<file path="src/rtl/los_pkg.sv">
package los_pkg;

  // Strobes the datapath hands to the control each bit time
  typedef struct packed {
    logic trans;    // current bit differs from previous bit
    logic timeout;  // quiet run has reached the selected window
    logic densOk;   // density history holds enough transitions
  } losStb_t;

  typedef enum logic {
    CLR_FRAME   = 1'b0,
    CLR_DENSITY = 1'b1
  } clrMode_e;

endpackage

</file>
<file path="src/rtl/los_datapath.sv">
module los_datapath
  import los_pkg::*;
#(
  parameter int WIN_SEL0    = 128,
  parameter int WIN_SEL1    = 512,
  parameter int WIN_SEL2    = 2048,
  parameter int WIN_SEL3    = 4096,
  parameter int WIN_DEFAULT = 3112,
  parameter int DENS_SPAN   = 32,
  parameter int DENS_MIN    = 4
) (
  input  logic       clk,
  input  logic       rstN,
  input  logic       serialIn,
  input  logic [1:0] winSel,
  input  logic       useDefaultWin,
  output losStb_t    stb
);

  localparam int MAX_A   = (WIN_SEL0 > WIN_SEL1) ? WIN_SEL0 : WIN_SEL1;
  localparam int MAX_B   = (WIN_SEL2 > WIN_SEL3) ? WIN_SEL2 : WIN_SEL3;
  localparam int MAX_C   = (MAX_A > MAX_B) ? MAX_A : MAX_B;
  localparam int WIN_MAX = (MAX_C > WIN_DEFAULT) ? MAX_C : WIN_DEFAULT;
  localparam int CNT_W   = $clog2(WIN_MAX + 1);
  localparam int DC_W    = $clog2(DENS_SPAN + 1);

  logic             prevBit;
  logic             isTrans;
  logic [CNT_W-1:0] quietCnt;
  logic [CNT_W-1:0] winLimit;

  // Transition detect against the previously sampled bit
  always_ff @(posedge clk) begin
    if (!rstN) prevBit <= 1'b0;
    else       prevBit <= serialIn;
  end

  assign isTrans = serialIn ^ prevBit;

  // Window length selection
  always_comb begin
    if (useDefaultWin) begin
      winLimit = CNT_W'(WIN_DEFAULT);
    end else begin
      case (winSel)
        2'b00:   winLimit = CNT_W'(WIN_SEL0);
        2'b01:   winLimit = CNT_W'(WIN_SEL1);
        2'b10:   winLimit = CNT_W'(WIN_SEL2);
        default: winLimit = CNT_W'(WIN_SEL3);
      endcase
    end
  end

  // Quiet-run counter, saturating at the window
  always_ff @(posedge clk) begin
    if (!rstN)                   quietCnt <= '0;
    else if (isTrans)            quietCnt <= '0;
    else if (quietCnt < winLimit) quietCnt <= quietCnt + 1'b1;
  end

  // Sliding transition-density history with running count
  logic [DENS_SPAN-1:0] transHist;
  logic [DC_W-1:0]      densCnt;

  generate
    if (DENS_SPAN > 1) begin : g_hist_wide
      always_ff @(posedge clk) begin
        if (!rstN) transHist <= '0;
        else       transHist <= {transHist[DENS_SPAN-2:0], isTrans};
      end
    end else begin : g_hist_one
      always_ff @(posedge clk) begin
        if (!rstN) transHist <= '0;
        else       transHist <= isTrans;
      end
    end
  endgenerate

  always_ff @(posedge clk) begin
    if (!rstN) densCnt <= '0;
    else       densCnt <= densCnt + DC_W'(isTrans) - DC_W'(transHist[DENS_SPAN-1]);
  end

  assign stb.trans   = isTrans;
  assign stb.timeout = (quietCnt >= winLimit);
  assign stb.densOk  = (densCnt >= DC_W'(DENS_MIN));

endmodule

</file>
<file path="src/rtl/los_control.sv">
module los_control
  import los_pkg::*;
(
  input  logic    clk,
  input  logic    rstN,
  input  losStb_t stb,
  input  logic    frameFound,
  input  logic    clearMode,
  output logic    losAlarm
);

  logic     alarmQ;
  logic     firstFrame;
  clrMode_e mode;

  assign mode = clrMode_e'(clearMode);

  always_ff @(posedge clk) begin
    if (!rstN) begin
      alarmQ     <= 1'b1;
      firstFrame <= 1'b0;
    end else if (stb.timeout) begin
      alarmQ     <= 1'b1;
      firstFrame <= 1'b0;
    end else if (alarmQ) begin
      if (mode == CLR_DENSITY) begin
        firstFrame <= 1'b0;
        if (stb.densOk) alarmQ <= 1'b0;
      end else if (frameFound) begin
        if (firstFrame) begin
          alarmQ     <= 1'b0;
          firstFrame <= 1'b0;
        end else begin
          firstFrame <= 1'b1;
        end
      end
    end else begin
      firstFrame <= 1'b0;
    end
  end

  assign losAlarm = alarmQ;

endmodule

</file>
<file path="src/rtl/los_monitor.sv">
module los_monitor
  import los_pkg::*;
#(
  parameter int WIN_SEL0    = 128,
  parameter int WIN_SEL1    = 512,
  parameter int WIN_SEL2    = 2048,
  parameter int WIN_SEL3    = 4096,
  parameter int WIN_DEFAULT = 3112,
  parameter int DENS_SPAN   = 32,
  parameter int DENS_MIN    = 4
) (
  input  logic       clk,
  input  logic       rstN,
  input  logic       serialIn,
  input  logic       frameFound,
  input  logic [1:0] winSel,
  input  logic       useDefaultWin,
  input  logic       clearMode,
  output logic       losAlarm
);

  losStb_t stb;

  los_datapath #(
    .WIN_SEL0   (WIN_SEL0),
    .WIN_SEL1   (WIN_SEL1),
    .WIN_SEL2   (WIN_SEL2),
    .WIN_SEL3   (WIN_SEL3),
    .WIN_DEFAULT(WIN_DEFAULT),
    .DENS_SPAN  (DENS_SPAN),
    .DENS_MIN   (DENS_MIN)
  ) u_dp (
    .clk          (clk),
    .rstN         (rstN),
    .serialIn     (serialIn),
    .winSel       (winSel),
    .useDefaultWin(useDefaultWin),
    .stb          (stb)
  );

  los_control u_ctl (
    .clk       (clk),
    .rstN      (rstN),
    .stb       (stb),
    .frameFound(frameFound),
    .clearMode (clearMode),
    .losAlarm  (losAlarm)
  );

endmodule

</file>
<file path="config.mk">
export PLATFORM = sky130hd
export DESIGN_NAME = los_monitor
export DESIGN_NICKNAME = d
export VERILOG_FILES = /design/src/rtl/los_pkg.sv /design/src/rtl/los_datapath.sv /design/src/rtl/los_control.sv /design/src/rtl/los_monitor.sv
export SDC_FILE = /design/constraint.sdc
export NUM_CORES = 1
export LEC_CHECK = 0
export BUFFER_PORTS_ARGS = -buffer_cell sky130_fd_sc_hd__buf_2
export CAP_MARGIN = 20
export CORE_MARGIN = 2
export CORE_UTILIZATION = 34
export DETAILED_ROUTE_END_ITERATION = 6
export PLACE_DENSITY = 0.5
export SLEW_MARGIN = 10
export SYNTH_ARGS = -nofsm -noshare
export SYNTH_HDL_FRONTEND = slang
export SYNTH_SLANG_ARGS = --single-unit
</file>
<file path="constraint.sdc">
create_clock -name clk -period 2.75 [get_ports clk]
set_input_delay 0.4125 -clock clk [delete_from_list [all_inputs] [get_ports clk]]
set_output_delay 0.4125 -clock clk [all_outputs]
set_load 0.01 [all_outputs]
</file>
==> flow_summary_export.csv, run 1 <==
group,metric,value,unit
final_layout,n_antenna_cell,0,
critical_path,required,3.00,ns
floorplan,core-area,6420,um^2
detailed_routing,vias,1511,
floorplan,start_util,35.6,%
final_layout,final_cell_mix,"54 x dfxtp_1, 37 x and2_1, 18 x ha_1",
pwr,p_seq_share,52.2,%
final_layout,final_core_util,39.2,%
outcome,outcome,"completed",
floorplan,die_y,86.0,um
synth,synth_largest_area_cell,"dfxtp_1",
detailed_routing,wl_per_cell,11.2,um
cts,cts.path.max_buffers,2,
critical_path,setup.worst_path.start,"winSel[1]",
floorplan,die_w,86.0,um
detailed_routing,dr.pass1.iters,4,
detailed_routing,drcViolationCount,0,
timing,hold_viol_final,0,
final_layout,drive_gt1_share,10.7,%
critical_path,cp_slowest_stage_delay,0.38,ns
pwr,p_sw,440,uW
timing,setup_violations,0,
timing,skew,0.00868,ns
critical_path,critPathSlowestCell,"or3_1",
grt,track_usage,10.9,%
floorplan,rows,29,
floorplan,io_pins,9,
grt,first_global_vias,1419,
cts,clkSlewWorstSetupHoldPaths,0.10,ns
placement,dpl.cell_count,311,
detailed_routing,drt_iter0_markers,32,
timing,slew_violations,0,
worst_hold_path,hp-class,"input pin to flop",
pwr,internal-power,1160,uW
critical_path,end_kind,"flop",
pwr,leakagePower,0.000973,uW
placement,hpwl,2480,um
timing,fin_crit,2.24,ns
critical_path,crit_fanout,14,
pwr,ir_worst_vdd,0.309,mV
timing,period_share,81.3,%
synth,ys_seq_area_share,47.3,%
detailed_routing,route.met3.wl,102,um
timing,slew_headroom,79.3,%
synth,syn_area,2280,um^2
synth,synth_cell_types,39,
synth,syn_avg_cell_area,9.93,um^2
critical_path,crit_arrival,2.49,ns
floorplan,die_area,7390,um^2
critical_path,worstPathCellList,"buf_2 -> or3_1 -> ha_1 -> nand4bb_1 -> o211ai_2 -> a21o_1 -> buf_4 -> or3_1 -> a21oi_1",
critical_path,cp_top_family,"simple AND/OR/NAND/NOR gates",
critical_path,r2r-start,"u_dp.prevBit$_SDFF_PN0_",
cts,ctsResizeCount,0,
cts,insertion_delay,0.31,ns
grt,grt_max_degree,45,
pwr,power.share.clock,29.7,%
grt,grt-ovfl-total,0,
synth,ys_seq_elements,54,
critical_path,crit_buf_inv,2,
worst_hold_path,hp-start,"clearMode",
cts,root_buffer,"clkbuf_8",
pwr,power_frac_comb,18.1,%
synth,syn_inst,230,
detailed_routing,vias_per_cell,4.74,
synth,syn_nets,257,
cts,cts_tree,"built",
grt,grt_pass1_wl,6360,um
detailed_routing,routedLengthMet1,2040,um
final_layout,area_delta_synth_final,10.2,%
timing,fin_setup_tns,0,ns
synth,synth_area_leaders,"dfxtp_1 47%, and2_1 10%, ha_1 9.9%",
timing,fmax,0.447,GHz
grt,antenna_found_initial,0,
flow_run,cap_violations,0,
detailed_routing,dr_wl_met2,1380,um
placement,port_buffers,8,
cts,cts_buffers,5,
cts,ctsHoldBuffers,0,
final_layout,nNetsFinal,268,
cts,post_cts_buffers,0,
final_layout,final_cell_area,2520,um^2
timing,worst_slew_pin_slew,0.307,ns
critical_path,crit_top_cell,"or3_1",
critical_path,path_class,"input pin to flop",
placement,placed_area,2420,um^2
cts,ctsHtreeMaxLevel,2,
detailed_routing,ant_nets,0,
timing,rsz0062_at_grt,"false",
synth,yosysWarningCount,0,
final_layout,n_fill_cell,645,
detailed_routing,top_layer,"met4",
cts,clkSinkCount,54,
pwr,pwr_density_cell,636,nW/um^2
synth,yosysTopAreaCellShare,47.3,%
detailed_routing,drt-total-wl,3590,um
timing,whs,0.289,ns
placement,place_congestion,0.803,
final_layout,layoutNonFillerInstCount,319,
critical_path,crit_path_start_kind,"input pin",
final_layout,layout_commonest_cell,"dfxtp_1",
pwr,netSwitchingFraction,27.5,%
## sequential cells by signal, indices dropped and copies added (netlist names)
name and flops:
u_dp.densCnt 6, u_dp.prevBit 1, u_ctl.losAlarm 1, u_dp.quietCnt 13, u_dp.transHist 32, u_ctl.firstFrame 1
## final timing paths
kind | depth (start not counted) | end | slack [ns]
worst min-delay path | 2 | u_ctl.firstFrame$_SDFFE_PP0P_ | 0.29
worst max-delay path | 9 | u_dp.quietCnt[5]$_SDFFE_PP0N_ | 0.51
worst min register to register | 1 | u_dp.transHist[3]$_SDFF_PN0_ | 0.44
worst max register to register | 11 | u_dp.densCnt[4]$_SDFF_PN0_ | 0.60
## per-stage QoR
stage,setup slack [ns],total power [uW]
5_1_grt,0.371,1700
2_1_floorplan,0.520,1080
4_1_cts,0.526,1630
6_report,0.514,1600
3_3_place_gp,0.241,1140
3_5_place_dp,0.200,1150
## routing by layer
| layer | vias up | track usage, % |
|---|---|---|
| met3 | 7 | 3.18 |
| met1 | 676 | 15.0 |
| li1 | 815 | - |
| met5 | - | 0 |
| met2 | 13 | 15.7 |
| met4 | 0 | 4.76 |
## power groups by stage
| stage | registers, uW | clock network [uW] | logic (uW) |
|---|---|---|---|
| 2_1_floorplan | 852 | 0 | 229 |
| 3_3_place_gp | 854 | 0 | 289 |
| 3_5_place_dp | 854 | 0 | 293 |
| 4_1_cts | 836 | 500 | 294 |
| 5_1_grt | 842 | 526 | 334 |
| 6_report | 835 | 475 | 290 |
## cell type report
class / instances / area [um^2] / share of cell area, %
Multi-Input combinational cell: 152 / 1110 / 44.1
Sequential cell: 54 / 1080 / 42.9
Tap cell: 77 / 96.3 / 3.83
Clock buffer: 6 / 82.6 / 3.28
Timing Repair Buffer: 12 / 70.1 / 2.78
Inverter: 16 / 60.1 / 2.39
Clock inverter: 2 / 16.3 / 0.646
## synthesized netlist by cell type, drive strengths merged
| cell | instances |
|---|---|
| a2111oi | 1 |
| a211oi | 1 |
| a21o | 3 |
| a21oi | 14 |
| a31o | 1 |
| a31oi | 1 |
| and2 | 37 |
| and3 | 2 |
| and4 | 1 |
| buf | 2 |
| clkbuf | 6 |
| dfxtp | 54 |
| fa | 1 |
| ha | 18 |
| inv | 16 |
| nand2 | 8 |
| nand2b | 1 |
| nand3 | 9 |
| nand4 | 3 |
| nand4bb | 1 |
| nor2 | 3 |
| nor2b | 3 |
| nor3 | 1 |
| nor4b | 1 |
| o211ai | 2 |
| o21ai | 11 |
| o21bai | 1 |
| o311ai | 1 |
| o31ai | 4 |
| o41ai | 3 |
| or2 | 1 |
| or3 | 7 |
| or3b | 3 |
| or4 | 3 |
| xnor2 | 4 |
| xor2 | 2 |
## cell families (layout without fill, tap and decap cells)
| kind of cell | after synthesis | count (layout) | share of synthesized area, % |
|---|---|---|---|
| simple gates | 84 | 84 | 22.9 |
| xor+xnor | 6 | 6 | 2.30 |
| buf+inv | 24 | 36 | 4.05 |
| compound gates | 43 | 43 | 12.7 |
| flops | 54 | 54 | 47.3 |
| fa+ha+maj | 19 | 19 | 10.7 |
Power figures use the tool's default switching activity.
==> run 2: changes to the inputs <==
--- a/config.mk
+++ b/config.mk
@@ -10,7 +10,7 @@
 export CORE_MARGIN = 2
 export CORE_UTILIZATION = 34
 export DETAILED_ROUTE_END_ITERATION = 6
-export PLACE_DENSITY = 0.5
+export PLACE_DENSITY = 0.52
 export SLEW_MARGIN = 10
 export SYNTH_ARGS = -nofsm -noshare
 export SYNTH_HDL_FRONTEND = slang
==> constraint.sdc (replaced) <==
create_clock -name clk -period 1.8 [get_ports clk]
set_input_delay 0.27 -clock clk [delete_from_list [all_inputs] [get_ports clk]]
set_output_delay 0.27 -clock clk [all_outputs]
set_load 0.01 [all_outputs]
==> flow_summary_export.csv, run 2 (synthesized netlist as in run 1, its figures left out) <==
group,metric,value,unit
detailed_routing,drt-total-wl,4070,um
flow_run,cap_violations,0,
critical_path,reg2regPathDepth,10,
detailed_routing,dr.pass1.iters,4,
pwr,p_sw,728,uW
detailed_routing,vias,1663,
final_layout,final_cell_mix,"52 x dfxtp_1, 37 x and2_1, 22 x buf_4",
grt,grt-ovfl-total,0,
final_layout,nNetsFinal,290,
floorplan,start_util,35.6,%
critical_path,crit_arrival,2.19,ns
final_layout,largestRegisters,"u_dp.transHist: 32 flops, u_dp.quietCnt: 13 flops, u_dp.densCnt: 6 flops",
timing,fin_crit,1.98,ns
timing,setup_ws,-0.176,ns
critical_path,crit_fanout,2,
cts,root_buffer,"clkbuf_8",
timing,skew,0.00687,ns
critical_path,critPathSlowestCell,"fa_2",
critical_path,cp_top_family,"adder cells",
critical_path,cp_slowest_stage_delay,0.36,ns
cts,cts_tree,"built",
grt,grt_pass1_wl,7070,um
outcome,outcome,"finished with violations",
critical_path,end_kind,"flop",
pwr,ir_worst_vdd,0.403,mV
worst_hold_path,hp-start,"clearMode",
cts,clkSlewWorstSetupHoldPaths,0.11,ns
critical_path,worstPathCellList,"xnor2_2 -> ha_1 -> inv_2 -> ha_4 -> inv_2 -> fa_2 -> buf_4 -> buf_6 -> xnor2_2 -> and2_1",
pwr,p_seq_share,50.6,%
timing,fmax,0.506,GHz
placement,port_buffers,8,
final_layout,layoutNonFillerInstCount,341,
critical_path,required,2.02,ns
timing,slew_headroom,80.0,%
final_layout,n_fill_cell,619,
critical_path,setup.worst_path.start,"u_dp.prevBit$_SDFF_PN0_",
timing,slew_violations,0,
cts,ctsHtreeMaxLevel,2,
critical_path,crit_buf_inv,4,
timing,worst_slew_pin_slew,0.296,ns
detailed_routing,drt_iter0_markers,73,
floorplan,core-area,6420,um^2
detailed_routing,drcViolationCount,0,
critical_path,reg2reg_to,"u_dp.densCnt[2]$_SDFF_PN0_",
cts,cts_buffers,5,
timing,setup_violations,9,
placement,place_congestion,0.786,
detailed_routing,wl_per_cell,11.9,um
grt,first_global_vias,1542,
final_layout,layout_commonest_cell,"dfxtp_1",
critical_path,r2r-start,"u_dp.prevBit$_SDFF_PN0_",
grt,grt_max_degree,26,
floorplan,io_pins,9,
final_layout,regMostFlops,"u_dp.transHist",
critical_path,path_class,"flop to flop",
critical_path,endpoint,"u_dp.densCnt[2]$_SDFF_PN0_",
floorplan,die_area,7390,um^2
pwr,internal-power,1800,uW
timing,period_share,110,%
critical_path,r2r_setup_slack,-0.18,ns
placement,placed_area,2590,um^2
final_layout,final_core_util,44.9,%
pwr,power_frac_comb,20.6,%
final_layout,n_antenna_cell,0,
cts,cts.path.max_buffers,2,
critical_path,crit_path_start_kind,"flop",
cts,ctsHoldBuffers,0,
final_layout,area_delta_synth_final,26.3,%
floorplan,die_w,86.0,um
worst_hold_path,hp-class,"input pin to flop",
detailed_routing,vias_per_cell,4.88,
final_layout,final_cell_area,2890,um^2
placement,hpwl,2710,um
timing,hold_viol_final,0,
floorplan,rows,29,
pwr,power.share.clock,28.7,%
detailed_routing,ant_nets,0,
outcome,failed_checks,"negative setup slack",
grt,antenna_found_initial,0,
floorplan,die_y,86.0,um
timing,rsz0062_at_grt,"true",
critical_path,cp_num_cells,10,
final_layout,largest_reg_flops,32,
cts,clkSinkCount,54,
final_layout,drive_gt1_share,29.2,%
cts,insertion_delay,0.31,ns
placement,dpl.cell_count,328,
pwr,leakagePower,0.00113,uW
grt,track_usage,12.1,%
pwr,pwr_density_cell,876,nW/um^2
pwr,netSwitchingFraction,28.8,%
placement,dpl_worst_slack,-0.532,ns
==> run 2: what timing repair did <==
item	in CTS	in global routing
pin swaps	6	14
setup buffers	2	2
resized for setup	15	23
hold endpoints to repair	0	0
gates cloned	1	0
setup endpoints to repair	16	19
==> run 2: cell type report <==
| cell class | count | area, um^2 | area share (%) |
|---|---|---|---|
| tap | 77 | 96.3 | 3.34 |
| clock inverter | 3 | 28.8 | 0.997 |
| multi-input combinational | 152 | 1250 | 43.5 |
| timing repair buffer | 34 | 292 | 10.1 |
| inverter | 16 | 62.6 | 2.17 |
| sequential | 54 | 1080 | 37.6 |
| clock buffer | 5 | 68.8 | 2.39 |
==> run 2: worst min-delay path by stage <==
stage,end,slack [ns],cells past startpoint
after global placement,u_dp.transHist[24]$_SDFF_PN0_,0.41,1
after detailed placement,u_dp.transHist[22]$_SDFF_PN0_,0.42,1
after CTS,u_ctl.firstFrame$_SDFFE_PP0P_,0.14,2
after global routing,u_ctl.firstFrame$_SDFFE_PP0P_,0.14,2
final,u_ctl.firstFrame$_SDFFE_PP0P_,0.14,2
after floorplan,u_ctl.firstFrame$_SDFFE_PP0P_,0.34,1
==> run 2: routing by layer <==
layer	vias up	wire length [um]	track usage (%)
li1	860	-	-
met1	775	2170	17.0
met2	23	1730	17.8
met3	5	115	2.89
met4	0	60	4.33
met5	-	0	0
==> run 2: worst register-to-register path, cell delays in order (launching register included) <==
cell,delay [ns]
dfxtp_2,0.34
xnor2_2,0.18
ha_1,0.27
inv_2,0.07
ha_4,0.13
inv_2,0.04
fa_2,0.36
buf_4,0.14
buf_6,0.11
xnor2_2,0.11
and2_1,0.13
==> run 2: metrics by stage <==
stage	TNS, ns	total power, uW	hold WS, ns
4_1_cts	-1.19	2520	0.139
6_report	-0.972	2530	0.142
2_1_floorplan	-2.53	1660	0.341
3_5_place_dp	-6.51	1770	0.418
5_1_grt	-2.26	2680	0.138
3_3_place_gp	-5.94	1760	0.414
==> run 2: power groups by stage <==
stage | registers (uW) | logic (uW) | clock network (uW)
2_1_floorplan | 1300 | 357 | 0
3_3_place_gp | 1310 | 456 | 0
3_5_place_dp | 1310 | 462 | 0
4_1_cts | 1280 | 496 | 747
5_1_grt | 1290 | 592 | 800
6_report | 1280 | 521 | 727
==> run 3: changes to the inputs <==
--- a/config.mk
+++ b/config.mk
@@ -5,11 +5,13 @@
 export SDC_FILE = /design/constraint.sdc
 export NUM_CORES = 1
 export LEC_CHECK = 0
+export ABC_AREA = 1
 export BUFFER_PORTS_ARGS = -buffer_cell sky130_fd_sc_hd__buf_2
 export CAP_MARGIN = 20
 export CORE_MARGIN = 2
 export CORE_UTILIZATION = 34
 export DETAILED_ROUTE_END_ITERATION = 6
+export GPL_TIMING_DRIVEN = 0
 export PLACE_DENSITY = 0.52
 export SLEW_MARGIN = 10
 export SYNTH_ARGS = -nofsm -noshare
==> flow_summary_export.csv, run 3 <==
group,metric,value,unit
timing,setup_violations,2,
final_layout,area_delta_synth_final,19.6,%
synth,ys_seq_elements,54,
pwr,power_frac_comb,23.1,%
pwr,p_sw,809,uW
synth,yosysMostFrequentCell,"nand2_1",
critical_path,setup.worst_path.start,"u_dp.prevBit$_SDFF_PN0_",
floorplan,io_pins,9,
synth,ys_seq_area_share,44.1,%
pwr,leakagePower,0.00149,uW
synth,yosysWarningCount,0,
detailed_routing,vias,1952,
detailed_routing,ant_nets,0,
critical_path,path_class,"flop to flop",
timing,setup_ws,-0.166,ns
final_layout,layoutNonFillerInstCount,455,
synth,synth_largest_area_cell,"dfxtp_1",
final_layout,regMostFlops,"u_dp.transHist",
critical_path,reg2reg_to,"u_dp.densCnt[4]$_SDFF_PN0_",
critical_path,reg2regPathDepth,10,
cts,ctsHoldBuffers,0,
cts,cts_tree,"built",
worst_hold_path,hp-class,"input pin to flop",
grt,grt_max_degree,20,
detailed_routing,vias_per_cell,4.29,
timing,period_share,109,%
final_layout,n_antenna_cell,0,
synth,yosysTopAreaCellShare,44.1,%
synth,synth_edf_count,0,
timing,worst_slew_pin_slew,0.487,ns
synth,ys_async_sr_fraction,0,%
floorplan,core-area,6870,um^2
placement,place_congestion,0.773,
floorplan,die_y,88.9,um
pwr,internal-power,1810,uW
pwr,p_seq_share,49.3,%
grt,antenna_found_initial,0,
critical_path,r2r_setup_slack,-0.17,ns
critical_path,crit_path_start_kind,"flop",
cts,clkSinkCount,54,
detailed_routing,dr.pass1.iters,4,
placement,dpl.cell_count,436,
critical_path,required,2.05,ns
pwr,power.share.clock,27.7,%
timing,whs,0.181,ns
final_layout,final_cell_mix,"105 x nand2_1, 60 x inv_1, 50 x dfxtp_1",
cts,insertion_delay,0.31,ns
synth,synth_area_leaders,"dfxtp_1 44%, nand2_1 16%, inv_1 9.8%",
worst_hold_path,min_to,"u_dp.prevBit$_SDFF_PN0_",
grt,grt_pass1_wl,7580,um
cts,cts.path.max_buffers,2,
floorplan,die_w,88.9,um
final_layout,final_core_util,42.6,%
synth,syn_nets,359,
floorplan,start_util,35.6,%
synth,syn_avg_cell_area,7.38,um^2
final_layout,largest_reg_flops,32,
critical_path,end_kind,"flop",
floorplan,rows,30,
grt,first_global_vias,1773,
cts,ctsHtreeMaxLevel,2,
synth,syn_area,2450,um^2
timing,fmax,0.509,GHz
synth,synth_ff_type,"dfxtp_1",
final_layout,largestRegisters,"u_dp.transHist: 32 flops, u_dp.quietCnt: 13 flops, u_dp.densCnt: 6 flops",
grt,grt-ovfl-total,0,
outcome,outcome,"finished with violations",
critical_path,crit_fanout,2,
detailed_routing,wl_per_cell,10.0,um
cts,cts_buffers,5,
synth,syn_inst,332,
timing,rsz0062_at_grt,"true",
timing,slew_headroom,67.6,%
placement,dpl_worst_slack,-0.255,ns
floorplan,die_area,7900,um^2
placement,hpwl,3060,um
placement,port_buffers,8,
grt,track_usage,12.3,%
cts,clkSlewWorstSetupHoldPaths,0.11,ns
pwr,netSwitchingFraction,30.9,%
pwr,pwr_density_cell,893,nW/um^2
synth,synth_cell_types,23,
outcome,failed_checks,"negative setup slack",
worst_hold_path,hp-start,"serialIn",
critical_path,crit_arrival,2.22,ns
timing,slew_violations,0,
detailed_routing,drt-total-wl,4560,um
final_layout,nNetsFinal,385,
pwr,ir_worst_vdd,0.366,mV
final_layout,layout_commonest_cell,"nand2_1",
timing,skew,0.0114,ns
critical_path,r2r-start,"u_dp.prevBit$_SDFF_PN0_",
detailed_routing,drcViolationCount,0,
flow_run,cap_violations,0,
timing,hold_viol_final,0,
synth,synth_top_cells_by_count,"105 x nand2_1, 64 x inv_1, 54 x dfxtp_1",
detailed_routing,drt_iter0_markers,95,
cts,root_buffer,"clkbuf_8",
final_layout,drive_gt1_share,16.7,%
worst_hold_path,whs_path_depth,3,
timing,fin_setup_tns,-0.264,ns
timing,fin_crit,1.97,ns
==> run 3: critical path: stages, from the launching register on <==
cell and delay (ns):
dfxtp_2 0.34, xor2_2 0.18, inv_2 0.08, ha_4 0.21, inv_2 0.06, ha_4 0.13, inv_4 0.03, fa_2 0.39
o31ai_4 0.26, o21ai_1 0.09, a21oi_1 0.13
==> run 3: layout make-up <==
cell class	count	area, um^2
Clock buffer	5	68.8
Multi-Input combinational cell	205	1170
Timing Repair Buffer	19	148
Clock inverter	3	28.8
Inverter	65	246
Fill cell	708	3940
Buffer	8	57.6
Tap cell	96	120
Sequential cell	54	1090
==> run 3: worst max-delay path by stage <==
stage                     cells past startpoint  slack [ns]                    endpoint
after global placement                       11       -0.24  u_dp.densCnt[4]$_SDFF_PN0_
final                                        10       -0.17  u_dp.densCnt[4]$_SDFF_PN0_
after CTS                                    10       -0.15  u_dp.densCnt[4]$_SDFF_PN0_
after floorplan                              10       -0.03  u_dp.densCnt[4]$_SDFF_PN0_
after detailed placement                     11       -0.25  u_dp.densCnt[4]$_SDFF_PN0_
after global routing                         10       -0.25  u_dp.densCnt[4]$_SDFF_PN0_
==> run 3: stage by stage <==
stage | cell area (um^2) | power [uW]
after floorplan | 2460 | 1700
after global placement | 2620 | 1790
after detailed placement | 2620 | 1810
after CTS | 2780 | 2590
after global routing | 2930 | 2790
final | 2930 | 2620
==> run 3: routing by layer <==
metal  vias to the layer above  share of wire (%)  GRT usage (%)
met3                         7                3.7           2.80
met2                        27                 46           20.8
li1                       1059                  -              -
met1                       859                 49           15.3
met4                         0                1.3           4.13
met5                         -                  0              0
==> run 3: kinds of logic (layout without fill, tap and decap cells) <==
kind of cell,after synthesis,in the layout,synth area share [%]
AND/OR/NAND/NOR,149,149,24.8
adder cells (fa/ha/maj),19,19,10.0
XOR/XNOR,8,8,2.86
AO/OA/AOI/OAI,29,29,6.34
buffers and inverters,73,100,11.9
flip-flops,54,54,44.1
==> run 3: what timing repair did <==
| action | 4_1_cts | 5_1_grt |
|---|---|---|
| pin swaps | 0 | 5 |
| resized for setup | 5 | 31 |
| endpoints found under the setup margin | 2 | 16 |
| gates cloned | 0 | 1 |
| setup buffers | 7 | 3 |
==> run 3: power by group through the flow <==
stage	registers, uW	clock network (uW)	logic [uW]
global placement	1310	0	478
global route	1300	792	702
finish	1290	724	604
floorplan	1310	0	388
detailed placement	1310	0	491
CTS	1290	757	544
